## src/rtl/mbus_pkg.sv

```systemverilog
package mbus_pkg;

    localparam int MBUS_ADDR_W = 16;
    localparam int MBUS_DATA_W = 8;

    typedef enum logic [2:0] {
        ST_RESET  = 3'd0,
        ST_IDLE   = 3'd1,
        ST_ADDR   = 3'd2,
        ST_STROBE = 3'd3,
        ST_DONE   = 3'd4,
        ST_HELD   = 3'd5
    } bus_state_e;

    typedef struct packed {
        logic write;
        logic io;
    } req_kind_t;

    function automatic logic owns_bus(input bus_state_e st);
        return (st != ST_RESET) && (st != ST_HELD);
    endfunction

endpackage

```

## src/rtl/mbus_seq.sv

```systemverilog
module mbus_seq
    import mbus_pkg::*;
(
    input  logic       clk,
    input  logic       rst,
    input  logic       req_valid,
    input  logic       hold,
    input  logic       ready,
    output bus_state_e state
);

    bus_state_e nxt;

    always_comb begin
        nxt = state;
        unique case (state)
            ST_RESET:  nxt = ST_IDLE;
            ST_IDLE:   nxt = hold ? ST_HELD : (req_valid ? ST_ADDR : ST_IDLE);
            ST_ADDR:   nxt = ST_STROBE;
            ST_STROBE: nxt = ready ? ST_DONE : ST_STROBE;
            ST_DONE:   nxt = hold ? ST_HELD : ST_IDLE;
            ST_HELD:   nxt = hold ? ST_HELD : ST_IDLE;
            default:   nxt = ST_IDLE;
        endcase
    end

    always_ff @(posedge clk) begin
        if (rst) state <= ST_RESET;
        else     state <= nxt;
    end

    // a low ready keeps the strobe phase
    a_r7_wait_holds: assert property (@(posedge clk) disable iff (rst)
        (state == ST_STROBE && !ready) |=> (state == ST_STROBE));

    // the address phase always moves on after one cycle
    a_r3_addr_one_cycle: assert property (@(posedge clk) disable iff (rst)
        (state == ST_ADDR) |=> (state == ST_STROBE));

    // no grant while a transfer is in flight
    a_r9_finish_first: assert property (@(posedge clk) disable iff (rst)
        (state == ST_STROBE) |=> (state != ST_HELD));

endmodule

```

## src/rtl/mbus_capture.sv

```systemverilog
module mbus_capture
    import mbus_pkg::*;
#(
    parameter int ADDR_W = MBUS_ADDR_W,
    parameter int DATA_W = MBUS_DATA_W
) (
    input  logic              clk,
    input  logic              rst,
    input  bus_state_e        state,
    input  logic              req_valid,
    input  logic              hold,
    input  logic              ready,
    input  logic [ADDR_W-1:0] req_addr,
    input  req_kind_t         req_kind,
    input  logic [DATA_W-1:0] req_wdata,
    input  logic [DATA_W-1:0] ad_in,
    output logic [ADDR_W-1:0] lat_addr,
    output req_kind_t         lat_kind,
    output logic [DATA_W-1:0] lat_wdata,
    output logic [DATA_W-1:0] rdata
);

    logic take_req;
    logic take_data;

    assign take_req  = (state == ST_IDLE) && req_valid && !hold;
    assign take_data = (state == ST_STROBE) && ready && !lat_kind.write;

    always_ff @(posedge clk) begin
        if (rst) begin
            lat_addr  <= '0;
            lat_kind  <= '0;
            lat_wdata <= '0;
        end else if (take_req) begin
            lat_addr  <= req_addr;
            lat_kind  <= req_kind;
            lat_wdata <= req_wdata;
        end
    end

    always_ff @(posedge clk) begin
        if (rst)            rdata <= '0;
        else if (take_data) rdata <= ad_in;
    end

    // the latched request is stable through a transfer
    a_r6_kind_stable: assert property (@(posedge clk) disable iff (rst)
        (state == ST_STROBE) |=> $stable(lat_kind));

endmodule

```

## src/rtl/mbus_drive.sv

```systemverilog
module mbus_drive
    import mbus_pkg::*;
#(
    parameter int ADDR_W = MBUS_ADDR_W,
    parameter int DATA_W = MBUS_DATA_W
) (
    input  logic              clk,
    input  logic              rst,
    input  bus_state_e        state,
    input  logic [ADDR_W-1:0] lat_addr,
    input  req_kind_t         lat_kind,
    input  logic [DATA_W-1:0] lat_wdata,
    output logic [ADDR_W-DATA_W-1:0] addr_hi,
    output logic [DATA_W-1:0] ad_out,
    output logic              ad_oe,
    output logic              ctrl_oe,
    output logic              ale,
    output logic              rd_n,
    output logic              wr_n,
    output logic              io_m,
    output logic              hlda,
    output logic              done,
    output logic              reset_out
);

    localparam int LO_W = DATA_W;

    logic strobing;

    assign strobing  = (state == ST_STROBE);
    assign addr_hi   = lat_addr[ADDR_W-1:LO_W];
    assign ad_out    = (state == ST_ADDR) ? lat_addr[LO_W-1:0] : lat_wdata;
    assign ad_oe     = (state == ST_ADDR) || (strobing && lat_kind.write);
    assign ctrl_oe   = owns_bus(state);
    assign ale       = (state == ST_ADDR);
    assign rd_n      = !(strobing && !lat_kind.write);
    assign wr_n      = !(strobing && lat_kind.write);
    assign io_m      = lat_kind.io;
    assign hlda      = (state == ST_HELD);
    assign done      = (state == ST_DONE);
    assign reset_out = (state == ST_RESET);


    a_r11_no_dual_strobe: assert property (@(posedge clk) disable iff (rst)
        !(!rd_n && !wr_n));


    a_r9_grant_quiet: assert property (@(posedge clk) disable iff (rst)
        hlda |-> (rd_n && wr_n && !ctrl_oe && !ad_oe));


    a_r3_ale_single: assert property (@(posedge clk) disable iff (rst)
        ale |=> !ale);


    a_r8_done_pulse: assert property (@(posedge clk) disable iff (rst)
        done |=> !done);

    // no contention while the device drives a read
    a_r4_read_released: assert property (@(posedge clk) disable iff (rst)
        !rd_n |-> !ad_oe);


    a_r1_reset_quiet: assert property (@(posedge clk) disable iff (rst)
        reset_out |-> (!ctrl_oe && !ad_oe && rd_n && wr_n));

endmodule

```

## src/rtl/mbus_cycle_ctrl.sv

```systemverilog
module mbus_cycle_ctrl
    import mbus_pkg::*;
#(
    parameter int ADDR_W = MBUS_ADDR_W,
    parameter int DATA_W = MBUS_DATA_W
) (
    input  logic              clk,
    input  logic              rst,
    input  logic              req_valid,
    input  logic [ADDR_W-1:0] req_addr,
    input  logic              req_write,
    input  logic              req_io,
    input  logic [DATA_W-1:0] req_wdata,
    output logic [DATA_W-1:0] rdata,
    output logic              done,
    input  logic              ready,
    input  logic              hold,
    output logic              hlda,
    input  logic [DATA_W-1:0] ad_in,
    output logic [DATA_W-1:0] ad_out,
    output logic              ad_oe,
    output logic [ADDR_W-DATA_W-1:0] addr_hi,
    output logic              ctrl_oe,
    output logic              ale,
    output logic              rd_n,
    output logic              wr_n,
    output logic              io_m,
    output logic              reset_out
);

    bus_state_e        state;
    req_kind_t         req_kind;
    req_kind_t         lat_kind;
    logic [ADDR_W-1:0] lat_addr;
    logic [DATA_W-1:0] lat_wdata;

    assign req_kind.write = req_write;
    assign req_kind.io    = req_io;

    mbus_seq u_seq (
        .clk       (clk),
        .rst       (rst),
        .req_valid (req_valid),
        .hold      (hold),
        .ready     (ready),
        .state     (state)
    );

    mbus_capture #(.ADDR_W(ADDR_W), .DATA_W(DATA_W)) u_capture (
        .clk       (clk),
        .rst       (rst),
        .state     (state),
        .req_valid (req_valid),
        .hold      (hold),
        .ready     (ready),
        .req_addr  (req_addr),
        .req_kind  (req_kind),
        .req_wdata (req_wdata),
        .ad_in     (ad_in),
        .lat_addr  (lat_addr),
        .lat_kind  (lat_kind),
        .lat_wdata (lat_wdata),
        .rdata     (rdata)
    );

    mbus_drive #(.ADDR_W(ADDR_W), .DATA_W(DATA_W)) u_drive (
        .clk       (clk),
        .rst       (rst),
        .state     (state),
        .lat_addr  (lat_addr),
        .lat_kind  (lat_kind),
        .lat_wdata (lat_wdata),
        .addr_hi   (addr_hi),
        .ad_out    (ad_out),
        .ad_oe     (ad_oe),
        .ctrl_oe   (ctrl_oe),
        .ale       (ale),
        .rd_n      (rd_n),
        .wr_n      (wr_n),
        .io_m      (io_m),
        .hlda      (hlda),
        .done      (done),
        .reset_out (reset_out)
    );

endmodule

```

## config.mk

```make
export PLATFORM = sky130hd
export DESIGN_NAME = mbus_cycle_ctrl
export DESIGN_NICKNAME = d
export VERILOG_FILES = /design/src/rtl/mbus_pkg.sv /design/src/rtl/mbus_seq.sv /design/src/rtl/mbus_capture.sv /design/src/rtl/mbus_drive.sv /design/src/rtl/mbus_cycle_ctrl.sv
export SDC_FILE = /design/constraint.sdc
export NUM_CORES = 1
export LEC_CHECK = 0
export ABC_AREA = 1
export CORE_MARGIN = 8
export CORE_UTILIZATION = 45
export CTS_BUF_LIST = sky130_fd_sc_hd__clkbuf_8 sky130_fd_sc_hd__clkbuf_16
export CTS_CLUSTER_SIZE = 20
export DETAILED_ROUTE_END_ITERATION = 16
export DONT_BUFFER_PORTS = 1
export GPL_TIMING_DRIVEN = 1
export PLACE_DENSITY_LB_ADDON = 0.25
export SLEW_MARGIN = 20
export SYNTH_ARGS = -nofsm -noshare
export SYNTH_HDL_FRONTEND = slang
export SYNTH_SLANG_ARGS = --single-unit
```

## constraint.sdc

```tcl
create_clock -name clk -period 1.6 [get_ports clk]
set_clock_uncertainty 0.1 [all_clocks]
set_input_delay 0.08 -clock clk [delete_from_list [all_inputs] [get_ports clk]]
set_output_delay 0.08 -clock clk [all_outputs]
set_load 0.05 [all_outputs]
```

* Word-level counts from Yosys, hierarchy flattened
Cells that the tools add are included.
** Word-level totals
- Register bits :: 37
- Bits of input ports :: 39
- Output and inout port bits :: 33
- Logic and storage cells :: 33
** Cells by class
- Equality and inequality tests :: 6
- Muxes and demuxes :: 6
- Reduce and logical (&&, ||, !) cells :: 15
** Operator list (count)
- 3-bit one-hot mux with 4 select lines :: 1
- 3-bit two-way mux :: 3
- 8-bit two-way mux :: 1
- 1-bit logical AND :: 7
- 3-bit by 2-bit equality test with 1-bit output (second input constant) :: 2
- 3-bit equality test (second input constant) :: 2
- 1-bit zero test :: 4
- 3-bit by 1-bit equality test with 1-bit output (second input constant) :: 1
- 3-bit zero test :: 1
- 3-bit inequality test (second input constant) :: 1
- 3-bit nonzero test :: 1
- 2-bit two-way mux :: 1
- 2-bit OR reduction :: 1
- 1-bit logical OR :: 1

* Depth between registers and ports, before layout
Gate-level depths: netlist of the first run.
- Depth in word-level cells :: 3
- Mapped depth :: 7
- Mapped depth without buffers :: 6

* Cells and area by module
From an unflattened synthesis of the first run, not the netlist that was laid out.
** Unflattened totals
- Cell total of the unflattened synthesis :: 300
- Area, all modules :: 2006.9 sq um
** By module, submodules not included
- mbus_capture :: times used 1, cells an instance 227, area an instance 1579.0 sq um, sequential area each 680.7 sq um
- mbus_drive :: times used 1, cells an instance 51, area an instance 279.0 sq um, sequential area each 0.0 sq um
- mbus_seq :: times used 1, cells an instance 22, area an instance 148.9 sq um, sequential area each 60.1 sq um

* Least setup slack after synthesis of the first run
Ideal clock, no wire load.
- Path kind :: register -> output
- Start :: register u_seq.state[0]
- End :: output ctrl_oe
- Arrival time :: 1.659 ns
- Required time :: 1.420 ns
- Path slack :: -0.239 ns
- Cell stages (with the launch flop) :: 4
- Path buffers :: 0
- Cells stage by stage :: dfxtp_1 nand2_1 nor2_1 nor2_1
** On the way
- Word-level cells in the longest chain between the ends :: 2
- Elaborated cells on any way between the ends :: 3
- Classes of those cells :: 1 x eq/ne; 2 x reduce/logical
** Ends and longest elaborated chain
- from (decl) :: line mbus_seq.sv:9 : output bus_state_e state
- from (signal assigned) :: line mbus_seq.sv:29 : else state <= nxt;
- 3-bit inequality test or 3-bit nonzero test (tied branches) :: line mbus_pkg.sv:21 : return (st != ST_RESET) && (st != ST_HELD);
- 1-bit logical AND * :: line mbus_pkg.sv:21
- to (decl) :: line mbus_cycle_ctrl.sv:23 : output logic ctrl_oe,
Every way passes the cells marked *; elsewhere a longest branch is shown, timed or not.

* Worst setup path in the final report of the first run
- Start :: register u_seq.state[1]
- End :: output ad_out[2]
** On the way
- Word-level cells in the longest chain between the ends :: 2
** Ends and longest elaborated chain
- 3-bit by 2-bit equality test with 1-bit output :: line mbus_drive.sv:32 : assign ad_out = (state == ST_ADDR) ? lat_addr[LO_W-1:0] : lat_wdata;
- 8-bit two-way mux :: line mbus_drive.sv:32
- to (decl) :: line mbus_cycle_ctrl.sv:20 : output logic [DATA_W-1:0] ad_out,
No other way between the ends.

==> impl_metrics.prom, run 1 <==
# TYPE chip_impl_metric gauge
chip_impl_metric{name="critical_path.max_fanout",unit=""} 9
chip_impl_metric{name="postRouteWirelength",unit="um"} 5110
chip_impl_metric{name="place_congestion",unit=""} 0.832
chip_impl_metric{name="postSynthCellCount",unit=""} 305
chip_impl_metric{name="cts-htree-levels",unit=""} 2
chip_impl_info{name="worst_setup_path_start_kind",value="register"} 1
chip_impl_metric{name="synth_cell_types",unit=""} 19
chip_impl_metric{name="filler_cells",unit=""} 365
chip_impl_metric{name="rows",unit=""} 23
chip_impl_metric{name="multi_input_area",unit="um^2"} 847
chip_impl_metric{name="crit_arrival",unit="ps"} 1350
chip_impl_metric{name="final_min_period_over_clock_period",unit="%"} 95.7
chip_impl_info{name="unrepaired_setup_endpoints_after_global_routing",value="false"} 1
chip_impl_metric{name="cts.clk_slew.worst_paths",unit="ps"} 70
chip_impl_info{name="synth_area_leader_cell",value="sky130_fd_sc_hd__dfxtp_1"} 1
chip_impl_metric{name="cts_inserted_buffers",unit=""} 5
chip_impl_metric{name="antenna-diode-count",unit=""} 0
chip_impl_metric{name="hold_depth",unit=""} 4
chip_impl_metric{name="postLayoutCoreUtil",unit="%"} 66.1
chip_impl_metric{name="detailedRoute.firstPassIterationCount",unit=""} 4
chip_impl_metric{name="leak",unit="nW"} 1.34
chip_impl_info{name="regToRegStartpoint",value="u_seq.state[1]"} 1
chip_impl_metric{name="pre_cts_ws",unit="ps"} 99.8
chip_impl_metric{name="final_ant_viol_nets",unit=""} 0
chip_impl_metric{name="design.portCount",unit=""} 72
chip_impl_metric{name="yosysWarnings",unit=""} 0
chip_impl_metric{name="dpl.hpwl",unit="um"} 3190
chip_impl_metric{name="cts.sink_count",unit=""} 37
chip_impl_metric{name="die_footprint",unit="um^2"} 6510
chip_impl_metric{name="area_delta_synth_final",unit="%"} 41.3
chip_impl_metric{name="total_power",unit="mW"} 2.19
chip_impl_metric{name="fp.dieH",unit="um"} 80.7
chip_impl_metric{name="worstMarginPinSlew",unit="ps"} 477
chip_impl_metric{name="drt-vias-per-instance",unit=""} 4.51
chip_impl_metric{name="syn_nets",unit=""} 344
chip_impl_metric{name="vdd.ir_drop.worst",unit="mV"} 0.540
chip_impl_metric{name="fraction_of_layout_cells_with_a_size_suffix_above_1",unit="%"} 18.0
chip_impl_metric{name="leftover_overflow_at_the_end_of_global_routing",unit=""} 0
chip_impl_metric{name="num-nets-final",unit=""} 405
chip_impl_metric{name="via_count",unit=""} 1879
chip_impl_metric{name="post_synth_instance_area",unit="um^2"} 1880
chip_impl_info{name="mostFrequentLayoutCells",value="sky130_fd_sc_hd__nand2_1 (69), sky130_fd_sc_hd__nor2_1 (63), sky130_fd_sc_hd__inv_1 (56)"} 1
chip_impl_metric{name="rr_worst_depth",unit=""} 5
chip_impl_metric{name="drv_slew",unit=""} 0
chip_impl_metric{name="yosys_register_bits",unit=""} 37
chip_impl_info{name="worst_hold_path_type",value="in2reg"} 1
chip_impl_metric{name="regArea",unit="um^2"} 749
chip_impl_metric{name="cts_max_path_buffers",unit=""} 2
chip_impl_info{name="setup.worst_path.end_class",value="output pin"} 1
chip_impl_metric{name="post-route-worst-setup-slack",unit="ps"} 69.2
chip_impl_metric{name="core_region_area",unit="um^2"} 4030
chip_impl_metric{name="initial_core_util",unit="%"} 46.7
chip_impl_info{name="clock-root-buffer",value="sky130_fd_sc_hd__clkbuf_8"} 1
chip_impl_metric{name="seq_area_frac_synth",unit="%"} 39.3
chip_impl_info{name="mostFrequentLayoutCell",value="sky130_fd_sc_hd__nand2_1"} 1
chip_impl_metric{name="grt_util_met3",unit="%"} 6.58
chip_impl_metric{name="gr-usage-all-layers",unit="%"} 15.6
chip_impl_metric{name="clk-insertion-delay-late",unit="ps"} 270
chip_impl_info{name="worst-setup-path-type",value="reg2out"} 1
chip_impl_metric{name="maxSlewHeadroom",unit="%"} 68.1
chip_impl_metric{name="global_route.usage.met1",unit="%"} 14.7
chip_impl_metric{name="finalSetupViolCount",unit=""} 0
chip_impl_metric{name="drc",unit=""} 0
chip_impl_metric{name="average_wire_per_standard_cell",unit="um"} 12.3
chip_impl_info{name="cts_tree",value="done"} 1
chip_impl_info{name="min-delay-start",value="rst"} 1
chip_impl_metric{name="hold_violations",unit=""} 0
chip_impl_info{name="worst_setup_path_startpoint",value="u_seq.state[1]"} 1
chip_impl_metric{name="maximum_clock_frequency",unit="MHz"} 653
chip_impl_metric{name="min_period",unit="ps"} 1530
chip_impl_metric{name="power_dens_cells",unit="nW/um^2"} 822
chip_impl_metric{name="first_global_vias",unit=""} 1878
chip_impl_metric{name="grt_pass1_wl",unit="um"} 8130
chip_impl_metric{name="port_buffers",unit=""} 0
chip_impl_metric{name="critPathRequiredTime",unit="ps"} 1420
chip_impl_metric{name="syn-mean-instance-area",unit="um^2"} 6.17
chip_impl_metric{name="met2_usage",unit="%"} 29.1
chip_impl_metric{name="detail_route.iter0.violations",unit=""} 74
chip_impl_info{name="ys_top_cells_by_area",value="sky130_fd_sc_hd__dfxtp_1 (39%), sky130_fd_sc_hd__nand2_1 (15%), sky130_fd_sc_hd__nor2_1 (13%)"} 1
chip_impl_metric{name="yosysTopAreaCellShare",unit="%"} 39.3
chip_impl_metric{name="max-cap-violations",unit=""} 0
chip_impl_metric{name="die_width",unit="um"} 80.7
chip_impl_metric{name="antenna_found_initial",unit=""} 0
chip_impl_metric{name="grt_start_max_net_pins",unit=""} 36
chip_impl_info{name="grt_busiest_layer",value="met2"} 1
chip_impl_info{name="outcome",value="complete, no violations"} 1
==> final timing paths <==
kind	end	slack [ps]
max	ad_out[2]	70
min	u_seq.state[0]	100
max reg2reg	u_capture.lat_wdata[7]	210
min reg2reg	u_capture.lat_wdata[1]	380
==> flip-flops by register name, summed over array words and instances, names as in the netlist <==
register / flops
u_capture.rdata: 8
u_seq.state: 3
u_capture.lat_wdata: 8
u_capture.lat_kind: 2
u_capture.lat_addr: 16
==> per-stage QoR <==
step                      setup TNS, ps  area (um^2)  cells  hold WS (ps)
after global placement                0         2160    370          50.6
after global routing                  0         2660    417           107
after floorplan                   -25.1         1910    305          49.1
final                                 0         2660    417          97.4
after detailed placement              0         2160    370          52.1
after CTS                             0         2620    415           103
==> worst max-delay path: stages, from the launching register on <==
cell,delay [ps]
sky130_fd_sc_hd__dfxtp_4,380
sky130_fd_sc_hd__inv_2,70
sky130_fd_sc_hd__nor2_4,100
sky130_fd_sc_hd__nand2_2,90
sky130_fd_sc_hd__inv_4,130
sky130_fd_sc_hd__nand2_1,80
sky130_fd_sc_hd__nand2_2,220
==> power by group <==
part	internal [mW]	leakage, nW	switching, mW
Combinational	0.219	0.992	0.369
Clock	0.295	0.0491	0.306
Sequential	0.969	0.303	0.0299
==> Yosys cell counts, drive strengths merged <==
cell type / n
a21oi: 2
buf: 14
clkbuf: 3
clkinv: 3
dfxtp: 37
inv: 58
nand2: 78
nand3: 39
nor2: 70
nor3: 1
==> final cells by class <==
type | instances | area share (%)
Clock inverter | 3 | 0.517
Inverter | 61 | 8.70
Clock buffer | 5 | 2.59
Multi-Input combinational cell | 191 | 31.8
Tap cell | 50 | 2.35
Sequential cell | 37 | 28.2
Timing Repair Buffer | 70 | 25.9
==> cell families (layout without fill, tap and decap cells) <==
kind of cell    after synthesis  count (layout)  share of synthesized area (%)
compound gates                2               2                          0.532
buf+inv                      78             139                           18.7
flops                        37              37                           39.3
simple gates                188             189                           41.5
==> metal layers <==
metal / vias up / routed length (um)
li1: 1013 / -
met1: 806 / 2010
met2: 52 / 2550
met3: 8 / 464
met4: 0 / 85
met5: - / 0
==> repair_timing <==
item	in CTS	in global routing
gates cloned	0	1
gates resized for setup	4	9
setup endpoints to repair	9	34
hold endpoints to repair	36	0
hold buffers	37	0
setup buffers	0	1
pin swaps	0	1
(Power assumes the default switching activity.)
==> run 2, diff against run 1 <==
==> constraint.sdc (replaced) <==
create_clock -name clk -period 1.75 [get_ports clk]
set_clock_uncertainty 0.1 [all_clocks]
set_input_delay 0.0875 -clock clk [delete_from_list [all_inputs] [get_ports clk]]
set_output_delay 0.0875 -clock clk [all_outputs]
set_load 0.05 [all_outputs]
==> impl_metrics.prom, run 2 (same netlist as run 1, synthesis figures left out) <==
# TYPE chip_impl_metric gauge
chip_impl_metric{name="place_area",unit="um^2"} 2170
chip_impl_info{name="unrepaired_setup_endpoints_after_global_routing",value="false"} 1
chip_impl_info{name="mostFrequentLayoutCells",value="sky130_fd_sc_hd__nand2_1 (77), sky130_fd_sc_hd__nor2_1 (64), sky130_fd_sc_hd__inv_1 (55)"} 1
chip_impl_metric{name="filler_cells",unit=""} 359
chip_impl_metric{name="die_width",unit="um"} 80.7
chip_impl_metric{name="clk-insertion-delay-late",unit="ps"} 290
chip_impl_metric{name="pre_cts_ws",unit="ps"} 159
chip_impl_metric{name="power_dens_cells",unit="nW/um^2"} 814
chip_impl_info{name="registers_with_the_most_flip_flops",value="u_capture.lat_addr: 16 flops, u_capture.lat_wdata: 8 flops, u_capture.rdata: 8 flops"} 1
chip_impl_metric{name="cts.clk_slew.worst_paths",unit="ps"} 80
chip_impl_metric{name="detail_route.iter0.violations",unit=""} 98
chip_impl_metric{name="postRouteWirelength",unit="um"} 5110
chip_impl_metric{name="place_congestion",unit=""} 0.796
chip_impl_metric{name="leftover_overflow_at_the_end_of_global_routing",unit=""} 0
chip_impl_metric{name="die_footprint",unit="um^2"} 6510
chip_impl_metric{name="fraction_of_layout_cells_with_a_size_suffix_above_1",unit="%"} 14.4
chip_impl_info{name="setup.worst_path.end_class",value="output pin"} 1
chip_impl_metric{name="final_min_period_over_clock_period",unit="%"} 92.4
chip_impl_metric{name="port_buffers",unit=""} 0
chip_impl_info{name="worst_setup_path_start_kind",value="register"} 1
chip_impl_info{name="cts_tree",value="done"} 1
chip_impl_metric{name="design.portCount",unit=""} 72
chip_impl_metric{name="dpl.hpwl",unit="um"} 3410
chip_impl_metric{name="drc",unit=""} 0
chip_impl_metric{name="cts.sink_count",unit=""} 37
chip_impl_metric{name="min_period",unit="ps"} 1620
chip_impl_info{name="worst-setup-path-type",value="reg2out"} 1
chip_impl_metric{name="max-cap-violations",unit=""} 0
chip_impl_metric{name="detailedRoute.firstPassIterationCount",unit=""} 4
chip_impl_metric{name="drt-vias-per-instance",unit=""} 4.55
chip_impl_metric{name="cts_max_path_buffers",unit=""} 2
chip_impl_metric{name="final_ant_viol_nets",unit=""} 0
chip_impl_metric{name="fp.dieH",unit="um"} 80.7
chip_impl_info{name="outcome",value="complete, no violations"} 1
chip_impl_metric{name="first_global_vias",unit=""} 1789
chip_impl_metric{name="critPathRequiredTime",unit="ps"} 1560
chip_impl_info{name="clock-root-buffer",value="sky130_fd_sc_hd__clkbuf_8"} 1
chip_impl_metric{name="post-route-worst-setup-slack",unit="ps"} 132
chip_impl_metric{name="via_count",unit=""} 1874
chip_impl_metric{name="postLayoutCoreUtil",unit="%"} 66.1
chip_impl_metric{name="gr-usage-all-layers",unit="%"} 15.9
chip_impl_metric{name="hold_violations",unit=""} 0
chip_impl_metric{name="final_hold_slack",unit="ps"} 53.8
chip_impl_metric{name="critical_path.max_fanout",unit=""} 10
chip_impl_metric{name="worstMarginPinSlew",unit="ps"} 521
chip_impl_metric{name="area_delta_synth_final",unit="%"} 41.3
chip_impl_metric{name="maximum_clock_frequency",unit="MHz"} 618
chip_impl_metric{name="leak",unit="nW"} 1.34
chip_impl_metric{name="antenna-diode-count",unit=""} 0
chip_impl_metric{name="flip_flop_count_of_the_largest_register_all_copies_and_words_added",unit=""} 16
chip_impl_metric{name="antenna_found_initial",unit=""} 0
chip_impl_metric{name="grt_pass1_wl",unit="um"} 8100
chip_impl_metric{name="vdd.ir_drop.worst",unit="mV"} 0.490
chip_impl_metric{name="regArea",unit="um^2"} 744
chip_impl_metric{name="multi_input_area",unit="um^2"} 808
chip_impl_metric{name="crit_arrival",unit="ps"} 1430
chip_impl_metric{name="finalSetupViolCount",unit=""} 0
chip_impl_metric{name="drv_slew",unit=""} 0
chip_impl_metric{name="cts_inserted_buffers",unit=""} 5
chip_impl_metric{name="maxSlewHeadroom",unit="%"} 65.2
chip_impl_metric{name="num-nets-final",unit=""} 401
chip_impl_metric{name="initial_core_util",unit="%"} 46.7
chip_impl_metric{name="grt_start_max_net_pins",unit=""} 28
chip_impl_info{name="regMostFlops",value="u_capture.lat_addr"} 1
chip_impl_metric{name="dp_cells",unit=""} 368
chip_impl_metric{name="cts-htree-levels",unit=""} 2
chip_impl_info{name="mostFrequentLayoutCell",value="sky130_fd_sc_hd__nand2_1"} 1
chip_impl_metric{name="rows",unit=""} 23
chip_impl_metric{name="final_cell_area",unit="um^2"} 2660
chip_impl_info{name="worst_hold_path_type",value="in2reg"} 1
chip_impl_metric{name="post-cts-setup-buffers",unit=""} 0
chip_impl_metric{name="setup_tns",unit="ps"} 0
chip_impl_metric{name="core_region_area",unit="um^2"} 4030
chip_impl_metric{name="stdcell_count",unit=""} 412
chip_impl_metric{name="average_wire_per_standard_cell",unit="um"} 12.4
chip_impl_metric{name="total_power",unit="mW"} 2.17
==> run 2: what timing repair did <==
item / 4_1_cts / 5_1_grt
hold buffers: 37 / 0
resized for setup: 3 / 5
hold endpoints to repair: 36 / 0
endpoints found under the setup margin: 9 / 8
==> run 2: final timing paths <==
check,startpoint,endpoint,slack (ps),cells after the start
setup / recovery,u_seq.state[1],ad_out[6],130,7
setup reg to reg,u_seq.state[1],u_capture.lat_addr[11],310,7
hold reg to reg,u_capture.lat_addr[8],u_capture.lat_addr[8],380,2
hold / removal,rst,u_capture.lat_addr[10],50,3
==> run 2: critical path, cell delays in order, from the launching register on <==
cell	delay, ps
sky130_fd_sc_hd__dfxtp_2	370
sky130_fd_sc_hd__inv_2	80
sky130_fd_sc_hd__nor2_4	130
sky130_fd_sc_hd__nand2_4	120
sky130_fd_sc_hd__inv_6	120
sky130_fd_sc_hd__nand2_1	70
sky130_fd_sc_hd__nand2_1	100
sky130_fd_sc_hd__buf_12	140
==> run 2: routing by layer <==
layer / wire, um / global-route usage [%] / vias up
met5: 0 / 0 / -
met3: 376 / 5.25 / 4
met1: 2110 / 17.5 / 821
met4: 45 / 7.50 / 0
li1: - / - / 1000
met2: 2580 / 26.9 / 49
==> run 2: report_power, final <==
| part | leakage, nW | internal [mW] | switching (mW) | total, mW |
|---|---|---|---|---|
| clock network | 0.0540 | 0.414 | 0.304 | 0.719 |
| registers | 0.302 | 0.886 | 0.0533 | 0.940 |
| logic | 0.988 | 0.201 | 0.306 | 0.507 |
==> run 2: layout make-up <==
type,count,share of cell area (%)
multi-input cells,190,30.4
flip-flops and latches,37,28.0
repair buffers,67,26.6
inverters,61,8.79
clock buffers,5,2.59
well taps,50,2.35
clock inverters,2,1.32
==> run 3, diff against run 2 <==
--- a/config.mk
+++ b/config.mk
@@ -5,7 +5,7 @@
 export SDC_FILE = /design/constraint.sdc
 export NUM_CORES = 1
 export LEC_CHECK = 0
-export ABC_AREA = 1
+export ABC_AREA = 0
 export CORE_MARGIN = 8
 export CORE_UTILIZATION = 45
 export CTS_BUF_LIST = sky130_fd_sc_hd__clkbuf_8 sky130_fd_sc_hd__clkbuf_16
@@ -17,4 +17,5 @@
 export SLEW_MARGIN = 20
 export SYNTH_ARGS = -nofsm -noshare
 export SYNTH_HDL_FRONTEND = slang
+export SYNTH_HIERARCHICAL = 1
 export SYNTH_SLANG_ARGS = --single-unit
==> impl_metrics.prom, run 3 <==
# TYPE chip_impl_metric gauge
chip_impl_info{name="ys_top_cells_by_area",value="sky130_fd_sc_hd__dfxtp_1 (37%), sky130_fd_sc_hd__nand2b_1 (22%), sky130_fd_sc_hd__mux2i_1 (17%)"} 1
chip_impl_metric{name="yosysTopAreaCellShare",unit="%"} 37.4
chip_impl_metric{name="drv_slew",unit=""} 0
chip_impl_info{name="worst_setup_path_start_kind",value="register"} 1
chip_impl_info{name="mostFrequentLayoutCell",value="sky130_fd_sc_hd__nand2b_1"} 1
chip_impl_metric{name="cts_max_path_buffers",unit=""} 2
chip_impl_info{name="synth-main-ff-cell",value="sky130_fd_sc_hd__dfxtp_1"} 1
chip_impl_metric{name="initial_core_util",unit="%"} 46.1
chip_impl_metric{name="fp.dieH",unit="um"} 82.3
chip_impl_metric{name="gr-usage-all-layers",unit="%"} 14.3
chip_impl_metric{name="combPwrFrac",unit="%"} 19.5
chip_impl_metric{name="postSynthCellCount",unit=""} 195
chip_impl_metric{name="stdcell_count",unit=""} 300
chip_impl_metric{name="yosys_register_bits",unit=""} 37
chip_impl_metric{name="critPathRequiredTime",unit="ps"} 1560
chip_impl_info{name="worst_hold_path_type",value="in2reg"} 1
chip_impl_metric{name="critical_path.max_fanout",unit=""} 12
chip_impl_metric{name="detailedRoute.firstPassIterationCount",unit=""} 4
chip_impl_metric{name="vdd.ir_drop.worst",unit="mV"} 0.495
chip_impl_info{name="setup.worst_path.end_class",value="output pin"} 1
chip_impl_metric{name="filler_cells",unit=""} 363
chip_impl_metric{name="flip_flop_count_of_the_largest_register_all_copies_and_words_added",unit=""} 16
chip_impl_metric{name="leftover_overflow_at_the_end_of_global_routing",unit=""} 0
chip_impl_metric{name="grt_start_max_net_pins",unit=""} 72
chip_impl_metric{name="clk-insertion-delay-late",unit="ps"} 280
chip_impl_metric{name="power_frac_clock",unit="%"} 31.2
chip_impl_info{name="registers_with_the_most_flip_flops",value="u_capture/lat_addr: 16 flops, u_capture/lat_wdata: 8 flops, u_capture/rdata: 8 flops"} 1
chip_impl_info{name="regMostFlops",value="u_capture/lat_addr"} 1
chip_impl_metric{name="grt_pass1_wl",unit="um"} 7410
chip_impl_info{name="synth_area_leader_cell",value="sky130_fd_sc_hd__dfxtp_1"} 1
chip_impl_metric{name="finalSetupViolCount",unit=""} 0
chip_impl_metric{name="place_congestion",unit=""} 0.801
chip_impl_metric{name="average_wire_per_standard_cell",unit="um"} 16.1
chip_impl_metric{name="final_min_period_over_clock_period",unit="%"} 94.6
chip_impl_metric{name="postLayoutCoreUtil",unit="%"} 61.1
chip_impl_metric{name="internal-power",unit="mW"} 1.31
chip_impl_metric{name="antenna-diode-count",unit=""} 0
chip_impl_metric{name="yosysWarnings",unit=""} 6
chip_impl_metric{name="cts.clk_slew.worst_paths",unit="ps"} 70
chip_impl_info{name="yosys.cell_count.top_type",value="sky130_fd_sc_hd__nand2b_1"} 1
chip_impl_metric{name="power_dens_cells",unit="nW/um^2"} 689
chip_impl_metric{name="regArea",unit="um^2"} 747
chip_impl_info{name="cts_tree",value="done"} 1
chip_impl_metric{name="drc",unit=""} 0
chip_impl_metric{name="post-route-worst-setup-slack",unit="ps"} 94.0
chip_impl_metric{name="multi_input_area",unit="um^2"} 1110
chip_impl_info{name="outcome",value="complete, no violations"} 1
chip_impl_metric{name="post-cts-setup-buffers",unit=""} 0
chip_impl_metric{name="rows",unit=""} 24
chip_impl_metric{name="pre_cts_ws",unit="ps"} 190
chip_impl_metric{name="design.portCount",unit=""} 72
chip_impl_metric{name="port_buffers",unit=""} 0
chip_impl_info{name="unrepaired_setup_endpoints_after_global_routing",value="false"} 1
chip_impl_metric{name="max-cap-violations",unit=""} 0
chip_impl_metric{name="synth_enable_flop_cells",unit=""} 0
chip_impl_metric{name="cts-htree-levels",unit=""} 2
chip_impl_metric{name="synthArstFlopShare",unit="%"} 0
chip_impl_metric{name="cts.sink_count",unit=""} 37
chip_impl_info{name="clock-root-buffer",value="sky130_fd_sc_hd__clkbuf_8"} 1
chip_impl_metric{name="seq_area_frac_synth",unit="%"} 37.4
chip_impl_metric{name="crit_arrival",unit="ps"} 1470
chip_impl_metric{name="p_sw",unit="mW"} 0.499
chip_impl_metric{name="final_ant_viol_nets",unit=""} 0
chip_impl_metric{name="drt-vias-per-instance",unit=""} 4.94
chip_impl_metric{name="syn_nets",unit=""} 234
chip_impl_metric{name="dp_cells",unit=""} 253
chip_impl_metric{name="antenna_found_initial",unit=""} 0
chip_impl_metric{name="die_footprint",unit="um^2"} 6780
chip_impl_metric{name="die_width",unit="um"} 82.3
chip_impl_metric{name="cts_inserted_buffers",unit=""} 5
chip_impl_metric{name="fraction_of_layout_cells_with_a_size_suffix_above_1",unit="%"} 21.4
chip_impl_metric{name="maxSlewHeadroom",unit="%"} 64.6
chip_impl_info{name="mostFrequentLayoutCells",value="sky130_fd_sc_hd__nand2b_1 (69), sky130_fd_sc_hd__dlygate4sd3_1 (38), sky130_fd_sc_hd__mux2i_1 (34), sky130_fd_sc_hd__dfxtp_1 (34), sky130_fd_sc_hd__buf_4 (24)"} 1
chip_impl_metric{name="hold_violations",unit=""} 0
chip_impl_metric{name="num-nets-final",unit=""} 286
chip_impl_metric{name="postRouteWirelength",unit="um"} 4820
chip_impl_metric{name="via_count",unit=""} 1483
chip_impl_metric{name="seqPwrFrac",unit="%"} 49.3
chip_impl_metric{name="maximum_clock_frequency",unit="MHz"} 604
chip_impl_metric{name="worstMarginPinSlew",unit="ps"} 531
chip_impl_metric{name="post_synth_instance_area",unit="um^2"} 1980
chip_impl_metric{name="synth_cell_types",unit=""} 29
chip_impl_metric{name="core_region_area",unit="um^2"} 4290
chip_impl_metric{name="dpl.hpwl",unit="um"} 3190
chip_impl_metric{name="sw_frac_of_total",unit="%"} 27.6
chip_impl_metric{name="min_period",unit="ps"} 1660
chip_impl_metric{name="first_global_vias",unit=""} 1555
chip_impl_metric{name="detail_route.iter0.violations",unit=""} 47
chip_impl_metric{name="leak",unit="nW"} 1.01
chip_impl_metric{name="area_delta_synth_final",unit="%"} 32.6
chip_impl_info{name="worst-setup-path-type",value="reg2out"} 1
chip_impl_info{name="synth.top_cells.by_count",value="sky130_fd_sc_hd__nand2b_1 (69), sky130_fd_sc_hd__dfxtp_1 (37), sky130_fd_sc_hd__mux2i_1 (34)"} 1
chip_impl_metric{name="syn-mean-instance-area",unit="um^2"} 10.2
[run 3: cell count changes in the layout (fill, tap and decap cells not counted), sizes merged, moves of 3 or more]
cell | before | now
nand2 | 78 | 3
nand2b | 0 | 70
nor2 | 70 | 3
inv | 59 | 2
nand3 | 39 | 1
mux2i | 0 | 34
mux2 | 0 | 8
buf | 30 | 27
nor2b | 0 | 3
[run 3: power groups by stage]
| stage | registers [mW] | clock network [mW] | logic (mW) |
|---|---|---|---|
| floorplan | 0.912 | 0 | 0.233 |
| global placement | 0.908 | 0 | 0.250 |
| detailed placement | 0.910 | 0 | 0.256 |
| CTS | 0.891 | 0.588 | 0.347 |
| global route | 0.895 | 0.627 | 0.373 |
| finish | 0.892 | 0.564 | 0.352 |
[run 3: area by class of cell]
| cell class | instances | area share [%] |
|---|---|---|
| multi-input combinational | 137 | 42.4 |
| sequential | 37 | 28.5 |
| timing repair buffer | 65 | 23.3 |
| clock buffer | 5 | 2.62 |
| tap | 52 | 2.48 |
| clock inverter | 3 | 0.525 |
| inverter | 1 | 0.143 |
[run 3: per-layer routing]
metal / global-route usage (%) / vias up / part of all wire, %
li1: - / 737 / -
met1: 15.0 / 692 / 39
met2: 25.6 / 45 / 52
met3: 5.41 / 9 / 7.1
met4: 4.56 / 0 / 1.8
met5: 0 / - / 0
[run 3: cells by family (layout without fill, tap and decap cells)]
kind of cell           after synthesis  after routing  synth area share, %
AND/OR/NAND/NOR                     90             90                 30.6
multiplexers                        42             42                 21.7
flip-flops                          37             37                 37.4
buffers and inverters               21             74                 8.09
AO/OA/AOI/OAI                        5              5                 2.15
[run 3: final timing paths]
check / from / end / slack [ps] / cells past startpoint
max: u_seq/state[2] / ad_out[6] / 90 / 3
min: req_valid / u_seq/state[1] / 40 / 2
max reg2reg: u_seq/state[0] / u_seq/state[0] / 110 / 4
min reg2reg: u_capture/lat_wdata[0] / u_capture/lat_wdata[0] / 380 / 2
[run 3: timing repair]
item                                   in CTS  in global routing
resized for setup                           1                 12
setup endpoints to repair                   8                 11
cloned                                      0                  0
endpoints found under the hold margin      37                  0
hold buffers                               39                  0
[run 3: critical path, stage by stage (launching register included)]
cell	delay [ps]
sky130_fd_sc_hd__dfxtp_2	380
sky130_fd_sc_hd__nor3b_2	210
sky130_fd_sc_hd__buf_6	190
sky130_fd_sc_hd__mux2_4	400
[run 3: metrics by stage]
step | TNS [ps] | hold WS [ps] | power, mW | cell area, um^2
3_5_place_dp | 0 | 61.5 | 1.17 | 2100
4_1_cts | -322 | 32.2 | 1.83 | 2580
2_1_floorplan | 0 | 52.1 | 1.14 | 1980
3_3_place_gp | 0 | 62.8 | 1.16 | 2100
5_1_grt | 0 | 28.4 | 1.90 | 2620
6_report | 0 | 44.5 | 1.81 | 2620
